## src/rtl/iic_csr_pkg.sv

```systemverilog
package iic_csr_pkg;
  localparam int unsigned EVT_N  = 7;
  localparam int unsigned CMD_W  = 5;
  localparam int unsigned BYTE_W = 8;

  typedef enum logic [2:0] {
    IDX_CTRL  = 3'd0,
    IDX_CMD   = 3'd1,
    IDX_CLR   = 3'd2,
    IDX_STAT  = 3'd3,
    IDX_SCLH  = 3'd4,
    IDX_SCLL  = 3'd5,
    IDX_TX    = 3'd6,
    IDX_RX    = 3'd7
  } reg_idx_e;
endpackage

```

## src/rtl/iic_evt_flags.sv

```systemverilog
module iic_evt_flags #(
  parameter int unsigned N = 7
) (
  input  logic         clk,
  input  logic         rst_n,
  input  logic [N-1:0] set_i,
  input  logic [N-1:0] clr_i,
  output logic [N-1:0] flags_o
);
  for (genvar g = 0; g < N; g++) begin : g_flag
    logic q, d;
    always_comb d = set_i[g] | (q & ~clr_i[g]);
    always_ff @(posedge clk or negedge rst_n) begin
      if (!rst_n) q <= 1'b0;
      else        q <= d;
    end
    assign flags_o[g] = q;

    // an event always leaves the flag set, even against a clear
    p_set_wins_r5: assert property (@(posedge clk) disable iff (!rst_n)
      set_i[g] |=> flags_o[g]);
    // a clear with no event leaves the flag low
    p_clear_r4: assert property (@(posedge clk) disable iff (!rst_n)
      (clr_i[g] && !set_i[g]) |=> !flags_o[g]);
    // without a clear the flag never drops
    p_sticky_r3: assert property (@(posedge clk) disable iff (!rst_n)
      (flags_o[g] && !clr_i[g]) |=> flags_o[g]);
  end
endmodule

```

## src/rtl/iic_irq_merge.sv

```systemverilog
module iic_irq_merge #(
  parameter int unsigned N = 7
) (
  input  logic         enable_i,
  input  logic         gunmask_i,
  input  logic [N-1:0] mask_i,
  input  logic [N-1:0] flags_i,
  output logic         irq_o
);
  logic any_src;
  always_comb begin
    any_src = |(flags_i & mask_i);
    irq_o   = enable_i & gunmask_i & any_src;
  end

  // a raised line always has an unmasked pending source behind it
  always_comb begin
    if (irq_o) p_irq_src_r6: assert (|(flags_i & mask_i));
  end
endmodule

```

## src/rtl/iic_cmd_issue.sv

```systemverilog
module iic_cmd_issue #(
  parameter int unsigned CW = 5
) (
  input  logic          clk,
  input  logic          rst_n,
  input  logic          wr_hit_i,
  input  logic          busy_i,
  input  logic [CW-1:0] bits_i,
  output logic          valid_o,
  output logic [CW-1:0] bits_o
);
  logic          fire;
  logic          valid_d;
  logic [CW-1:0] bits_q;

  always_comb begin
    fire    = wr_hit_i & ~busy_i;
    valid_d = fire;
  end

  always_ff @(posedge clk or negedge rst_n) begin
    if (!rst_n) valid_o <= 1'b0;
    else        valid_o <= valid_d;
  end

  always_ff @(posedge clk or negedge rst_n) begin
    if (!rst_n)    bits_q <= '0;
    else if (fire) bits_q <= bits_i;
  end
  assign bits_o = bits_q;

  // a busy engine never receives a strobe in the following cycle
  p_busy_drop_r9: assert property (@(posedge clk) disable iff (!rst_n)
    busy_i |=> !valid_o);
  // no strobe appears without a command write
  p_no_spurious_r9: assert property (@(posedge clk) disable iff (!rst_n)
    !wr_hit_i |=> !valid_o);
endmodule

```

## src/rtl/iic_csr_unit.sv

```systemverilog
module iic_csr_unit #(
  parameter int unsigned DATA_W = 32,
  parameter int unsigned ADDR_W = 5,
  parameter int unsigned CNT_W  = 16
) (
  input  logic              clk,
  input  logic              rst_n,
  input  logic              bus_wr,
  input  logic [ADDR_W-1:0] bus_addr,
  input  logic [DATA_W-1:0] bus_wdata,
  output logic [DATA_W-1:0] bus_rdata,
  input  logic [6:0]        eng_evt,
  input  logic              eng_busy,
  input  logic              eng_rx_valid,
  input  logic [7:0]        eng_rx_byte,
  output logic              cmd_valid,
  output logic [4:0]        cmd_bits,
  output logic [7:0]        tx_byte,
  output logic [CNT_W-1:0]  scl_hi_cnt,
  output logic [CNT_W-1:0]  scl_lo_cnt,
  output logic              ctl_enable,
  output logic              irq
);
  import iic_csr_pkg::*;

  localparam int unsigned CTRL_W = EVT_N + 2;
  localparam int unsigned EN_BIT = EVT_N + 1;
  localparam int unsigned GU_BIT = EVT_N;

  // reset: asserted asynchronously, released on a clock edge
  logic rs_meta, rs_n;
  always_ff @(posedge clk or negedge rst_n) begin
    if (!rst_n) begin
      rs_meta <= 1'b0;
      rs_n    <= 1'b0;
    end else begin
      rs_meta <= 1'b1;
      rs_n    <= rs_meta;
    end
  end

  reg_idx_e idx;
  assign idx = reg_idx_e'(bus_addr[4:2]);

  logic we_ctrl, we_cmd, we_clr, we_sclh, we_scll, we_tx;
  always_comb begin
    we_ctrl = bus_wr && (idx == IDX_CTRL);
    we_cmd  = bus_wr && (idx == IDX_CMD);
    we_clr  = bus_wr && (idx == IDX_CLR);
    we_sclh = bus_wr && (idx == IDX_SCLH);
    we_scll = bus_wr && (idx == IDX_SCLL);
    we_tx   = bus_wr && (idx == IDX_TX);
  end

  logic [CTRL_W-1:0] ctrl_q;
  logic [CNT_W-1:0]  sclh_q, scll_q;
  logic [BYTE_W-1:0] tx_q, rx_q;

  always_ff @(posedge clk or negedge rs_n) begin
    if (!rs_n)        ctrl_q <= '0;
    else if (we_ctrl) ctrl_q <= bus_wdata[CTRL_W-1:0];
  end
  always_ff @(posedge clk or negedge rs_n) begin
    if (!rs_n)        sclh_q <= '0;
    else if (we_sclh) sclh_q <= bus_wdata[CNT_W-1:0];
  end
  always_ff @(posedge clk or negedge rs_n) begin
    if (!rs_n)        scll_q <= '0;
    else if (we_scll) scll_q <= bus_wdata[CNT_W-1:0];
  end
  always_ff @(posedge clk or negedge rs_n) begin
    if (!rs_n)      tx_q <= '0;
    else if (we_tx) tx_q <= bus_wdata[BYTE_W-1:0];
  end
  always_ff @(posedge clk or negedge rs_n) begin
    if (!rs_n)             rx_q <= '0;
    else if (eng_rx_valid) rx_q <= eng_rx_byte;
  end

  logic [EVT_N-1:0] clr_vec, flags;
  assign clr_vec = we_clr ? bus_wdata[EVT_N-1:0] : '0;

  iic_evt_flags #(.N(EVT_N)) u_flags (
    .clk     (clk),
    .rst_n   (rs_n),
    .set_i   (eng_evt),
    .clr_i   (clr_vec),
    .flags_o (flags)
  );

  iic_irq_merge #(.N(EVT_N)) u_irq (
    .enable_i  (ctrl_q[EN_BIT]),
    .gunmask_i (ctrl_q[GU_BIT]),
    .mask_i    (ctrl_q[EVT_N-1:0]),
    .flags_i   (flags),
    .irq_o     (irq)
  );

  iic_cmd_issue #(.CW(CMD_W)) u_cmd (
    .clk      (clk),
    .rst_n    (rs_n),
    .wr_hit_i (we_cmd),
    .busy_i   (eng_busy),
    .bits_i   (bus_wdata[CMD_W-1:0]),
    .valid_o  (cmd_valid),
    .bits_o   (cmd_bits)
  );

  always_comb begin
    bus_rdata = '0;
    unique case (idx)
      IDX_CTRL: bus_rdata[CTRL_W-1:0] = ctrl_q;
      IDX_STAT: bus_rdata[EVT_N:0]    = {eng_busy, flags};
      IDX_SCLH: bus_rdata[CNT_W-1:0]  = sclh_q;
      IDX_SCLL: bus_rdata[CNT_W-1:0]  = scll_q;
      IDX_TX:   bus_rdata[BYTE_W-1:0] = tx_q;
      IDX_RX:   bus_rdata[BYTE_W-1:0] = rx_q;
      default:  bus_rdata = '0;
    endcase
  end

  assign tx_byte    = tx_q;
  assign scl_hi_cnt = sclh_q;
  assign scl_lo_cnt = scll_q;
  assign ctl_enable = ctrl_q[EN_BIT];

  logic unused_bits;
  assign unused_bits = ^{bus_addr[1:0], bus_wdata};

  // the receive byte only moves when the engine delivers one
  p_rx_hold_r10: assert property (@(posedge clk) disable iff (!rs_n)
    !eng_rx_valid |=> $stable(rx_q));
  // a disabled controller keeps the line low
  p_disabled_quiet_r11: assert property (@(posedge clk) disable iff (!rs_n)
    !ctl_enable |-> !irq);
endmodule

```

## config.mk

```make
export PLATFORM = sky130hd
export DESIGN_NAME = iic_csr_unit
export DESIGN_NICKNAME = d
export VERILOG_FILES = /design/src/rtl/iic_csr_pkg.sv /design/src/rtl/iic_evt_flags.sv /design/src/rtl/iic_irq_merge.sv /design/src/rtl/iic_cmd_issue.sv /design/src/rtl/iic_csr_unit.sv
export SDC_FILE = /design/constraint.sdc
export NUM_CORES = 1
export LEC_CHECK = 0
export ABC_AREA = 1
export BUFFER_PORTS_ARGS = -buffer_cell sky130_fd_sc_hd__buf_2
export CAP_MARGIN = 20
export CORE_AREA = 2 2 94 96
export DETAILED_ROUTE_END_ITERATION = 8
export DIE_AREA = 0 0 96 98
export GPL_ROUTABILITY_DRIVEN = 0
export PLACE_DENSITY = 0.75
export SLEW_MARGIN = 10
export SYNTH_ARGS = -nofsm -noshare
export SYNTH_HDL_FRONTEND = slang
export SYNTH_SLANG_ARGS = --single-unit
```

## constraint.sdc

```tcl
create_clock -name clk -period 2.18 [get_ports clk]
set_input_delay 0.218 -clock clk [delete_from_list [all_inputs] [get_ports clk]]
set_output_delay 0.218 -clock clk [all_outputs]
set_load 0.005 [all_outputs]
```

==> impl_summary.md <==
Worst setup path
The launch point of the worst path is bus_addr[2]. Walking the worst path, the cells encountered are buf_2 > nor2_4 > nand2_2 > o21ai_0 > inv_1 > nand2_1 > buf_2. STA classifies the critical path endpoint as a primary output. The end point of the critical path is bus_rdata[1]. The logic depth of the worst setup path including buffers is 7. In this run the critical register-to-register path is launched from rx_q[7]$_DFFE_PN0P_. Grouping stages by cell kind, the critical path spends the most delay in simple AND/OR/NAND/NOR gates. The capturing point of the worst reg2reg path is rx_q[7]$_DFFE_PN0P_. The critical path start-end classification is input pin to primary output. For the worst setup path, the data required time is 1.96 ns. Among all stages on the critical path, the largest delay is contributed by nor2_4. The worst setup path is launched from an input pin. Of all nets on the critical path, the largest fanout is 20. The count of buffering cells on the critical path with inverters included is 3. The depth of the worst register-to-register path is 1. The critical path's most frequent cell is buf_2. The highest cell delay on the worst timing path is 0.35 ns.

The setup slack of the worst register-to-register path is 1.41 ns. The data arrival time at the worst-slack endpoint is 1.50 ns.

Yosys
The post-synthesis register bit count is 72. The number of warnings reported in the yosys synthesis log is 0. The proportion of synthesized chip area in sequential cells is 0.493. The cell type contributing the most total cell area after synthesis is dfrtp_1. The cell area that synthesis handed to floorplanning was 3650 sq um.

The area share of the largest cell type after synthesis is 0.493. The leading register cell type out of synthesis is dfrtp_1. In this run, synthesis inferred 0 flip-flops with an integrated enable. After synthesis, the netlist uses 24 different library cells. The share of flip-flops with an asynchronous set or reset after synthesis is 1.00. The mean instance size in the synthesized netlist is 8.61 sq um. The cell count after synthesis is 424.

By area the synthesized netlist is led by dfrtp_1 49%, nand2_1 13%, o21ai_2 8.4%.

Detailed routing
After the first detailed-routing iteration, the DRC count stood at 295. The final antenna-violating net count is 0. The routed length per placed instance is 14.4 microns.

The final layout contains routed wiring with a total length of 9160 microns. For this run, design rule violations remaining after detail routing come to 0. The number of optimization iterations in the first detailed-route pass is 4. The average vias per placed instance is 4.92. For this block, the via count after detailed routing is 3131.

Floorplan
In this run the horizontal extent of the chip is 96 microns. The initial cell density of the core is 0.431. The number of core rows is 34. The I/O pin total is 137. The placeable core region is 8470 sq um. The die covers 9410 sq um.

The height of the die is 98 microns.

Global routing
The global route total overflow is 0. The initial antenna violation count came to 0. Across every metal layer, demand over resource in global routing totals 0.204.

For met1 alone, demand over resource in global routing was 0.291. The most used routing layer in global routing is met2. The first global-routing pass estimated 14900 microns of wire. The largest net degree at the start of global routing is 65. For met3 alone, demand over resource in global routing was 0.0517. The via count of the first global-routing pass is 2983. The met2 usage in global routing is 0.314.

Timing
Derived from the worst setup path, the maximum achievable clock frequency is 584 MHz. The final count of negative-setup-slack endpoints is 0. The count of final max-slew check failures is 0. In the post-route analysis, the smallest setup slack over all paths is 0.467 ns. The final period utilization is 0.786. The final setup TNS is 0 ns. The count of final hold-check violations is 0.

The final worst clock skew is 0.00609 ns. Setup repair after global routing left no endpoint under its margin. After layout, the minimum clock period comes to 1.71 ns.

Clocking
The maximum number of buffers from clock root to sink is 2. The register clock-pin slew on the reported worst setup and hold paths is 0.07 ns. The number of buffers created by CTS is 9. The H-tree was split into 3 levels. The later pin in the worst-skew pair is clocked with a latency of 0.34 ns. The total number of clock tree sinks is 72.

TritonCTS built the clock tree. In this run the clock root is driven by a clkbuf_8. The quantity of gates resized following cts is 0.

Finish
The net count of the finished layout is 580. The share of final-layout standard cells stronger than drive strength 1 is 0.337. The growth of design area from synthesis to finish is 19.5%. The number of antenna diodes in the final layout is 0.

Place
Before CTS, the worst setup slack after placement is 0.464 ns. The HPWL after detailed placement is 6700 microns. Port buffering added 102 buffers.

Power
The leakage power summed over all cells is 2.40 nW. The largest voltage drop on the vdd net is 0.454 mV. Dividing total power by cell area gives a power density of 808 nW/um^2. Summing internal, switching and leakage power gives 0.00352 W.

Min path
The min-delay analysis places its worst path in the category input pin to flop.

Flow run
The number of max-capacitance violations reported is 0.

Outcome
The run finished with clean final reports.
-- worst min path at each step --
stage / slack [ns] / from / endpoint / depth (start not counted)
after CTS: 0.06 / eng_evt[0] / u_flags.g_flag[0].q$_DFF_PN0_ / 3
after global routing: 0.06 / eng_evt[4] / u_flags.g_flag[4].q$_DFF_PN0_ / 3
final: 0.07 / eng_evt[0] / u_flags.g_flag[0].q$_DFF_PN0_ / 3
after detailed placement: 0.007 / rst_n / rs_meta$_DFF_PN0_ / 1
after global placement: 0.005 / rst_n / rs_meta$_DFF_PN0_ / 1
after floorplan: -0.08 / rst_n / rs_meta$_DFF_PN0_ / 0
-- layout make-up --
class	count	area (sq um)
Timing Repair Buffer	109	591
Sequential cell	72	1800
Multi-Input combinational cell	288	1460
Clock buffer	13	159
Tap cell	108	135
Inverter	43	171
Fill cell	828	4100
Clock inverter	3	40.0
-- layer usage --
layer | wire, microns | up-vias
li1 | - | 1538
met1 | 3940 | 1464
met2 | 4420 | 122
met3 | 708 | 7
met4 | 93 | 0
met5 | 0 | -
-- where the power goes --
group | total (W) | internal, W | switching [W] | leakage (nW)
sequential | 0.00172 | 0.00154 | 0.000173 | 0.874
combinational | 0.000741 | 0.000334 | 0.000408 | 1.42
clock | 0.00107 | 0.000589 | 0.000476 | 0.103
-- cells by family (layout without fill, tap and decap cells) --
group / Yosys count / in the layout / share of synthesized area
AO/OA/AOI/OAI: 73 / 73 / 0.136
buffers and inverters: 79 / 168 / 0.121
flip-flops: 72 / 72 / 0.493
multiplexers: 3 / 3 / 0.00925
other: 2 / 17 / 0.00206
AND/OR/NAND/NOR: 195 / 195 / 0.238
-- tightest hold or removal path: stages --
cell and delay [ns]:
buf_2 0.07, inv_1 0.03, nand2_1 0.05
-- cell usage in the layout (no fill, tap or decap) --
| cell type | count |
|---|---|
| a21oi_1 | 3 |
| buf_12 | 2 |
| buf_2 | 102 |
| buf_4 | 4 |
| bufinv_16 | 1 |
| clkbuf_1 | 2 |
| clkbuf_8 | 11 |
| clkinv_2 | 2 |
| conb_1 | 17 |
| dfrtp_1 | 71 |
| dfrtp_2 | 1 |
| dlygate4sd3_1 | 1 |
| inv_1 | 39 |
| inv_2 | 2 |
| inv_4 | 1 |
| inv_8 | 1 |
| mux2_2 | 3 |
| nand2_1 | 128 |
| nand2_2 | 7 |
| nand2_4 | 2 |
| nand3_1 | 18 |
| nand4_1 | 23 |
| nor2_1 | 13 |
| nor2_2 | 1 |
| nor2_4 | 3 |
| o21ai_0 | 16 |
| o21ai_1 | 19 |
| o21ai_2 | 35 |
-- what timing repair did --
action | CTS | global route
endpoints found under the hold margin | 2 | 0
setup buffers | 0 | 0
hold buffers | 1 | 0
-- flip-flops by register name (all words and copies together), names as in the netlist --
register	count
ctrl_q	9
rs_meta	1
rs_n	1
rx_q	8
scl_hi_cnt	16
scl_lo_cnt	16
tx_byte	8
u_cmd.bits_o	5
u_cmd.valid_o	1
u_flags.g_flag.q	7
-- Yosys cell counts (3+ instances only) --
cell and count:
nand2_1 128, buf_4 20, buf_6 7, nand3_1 18
mux2_2 3, nand4_1 23, nor2_4 3, inv_1 39
nand2_2 7, nor2_1 13, a21oi_1 3, o21ai_1 19
dfrtp_1 72, o21ai_0 16, buf_2 6, o21ai_2 35
-- stage by stage --
step / hold WS [ns] / std cells / cell area [sq um] / util
after global routing: 0.0633 / 636 / 4360 / 0.515
after global placement: 0.00495 / 619 / 4150 / 0.491
after CTS: 0.0602 / 636 / 4360 / 0.515
after detailed placement: 0.00678 / 619 / 4150 / 0.491
after floorplan: -0.0776 / 439 / 3710 / -
final: 0.0679 / 636 / 4360 / 0.515
Power figures use the tool's default switching activity.
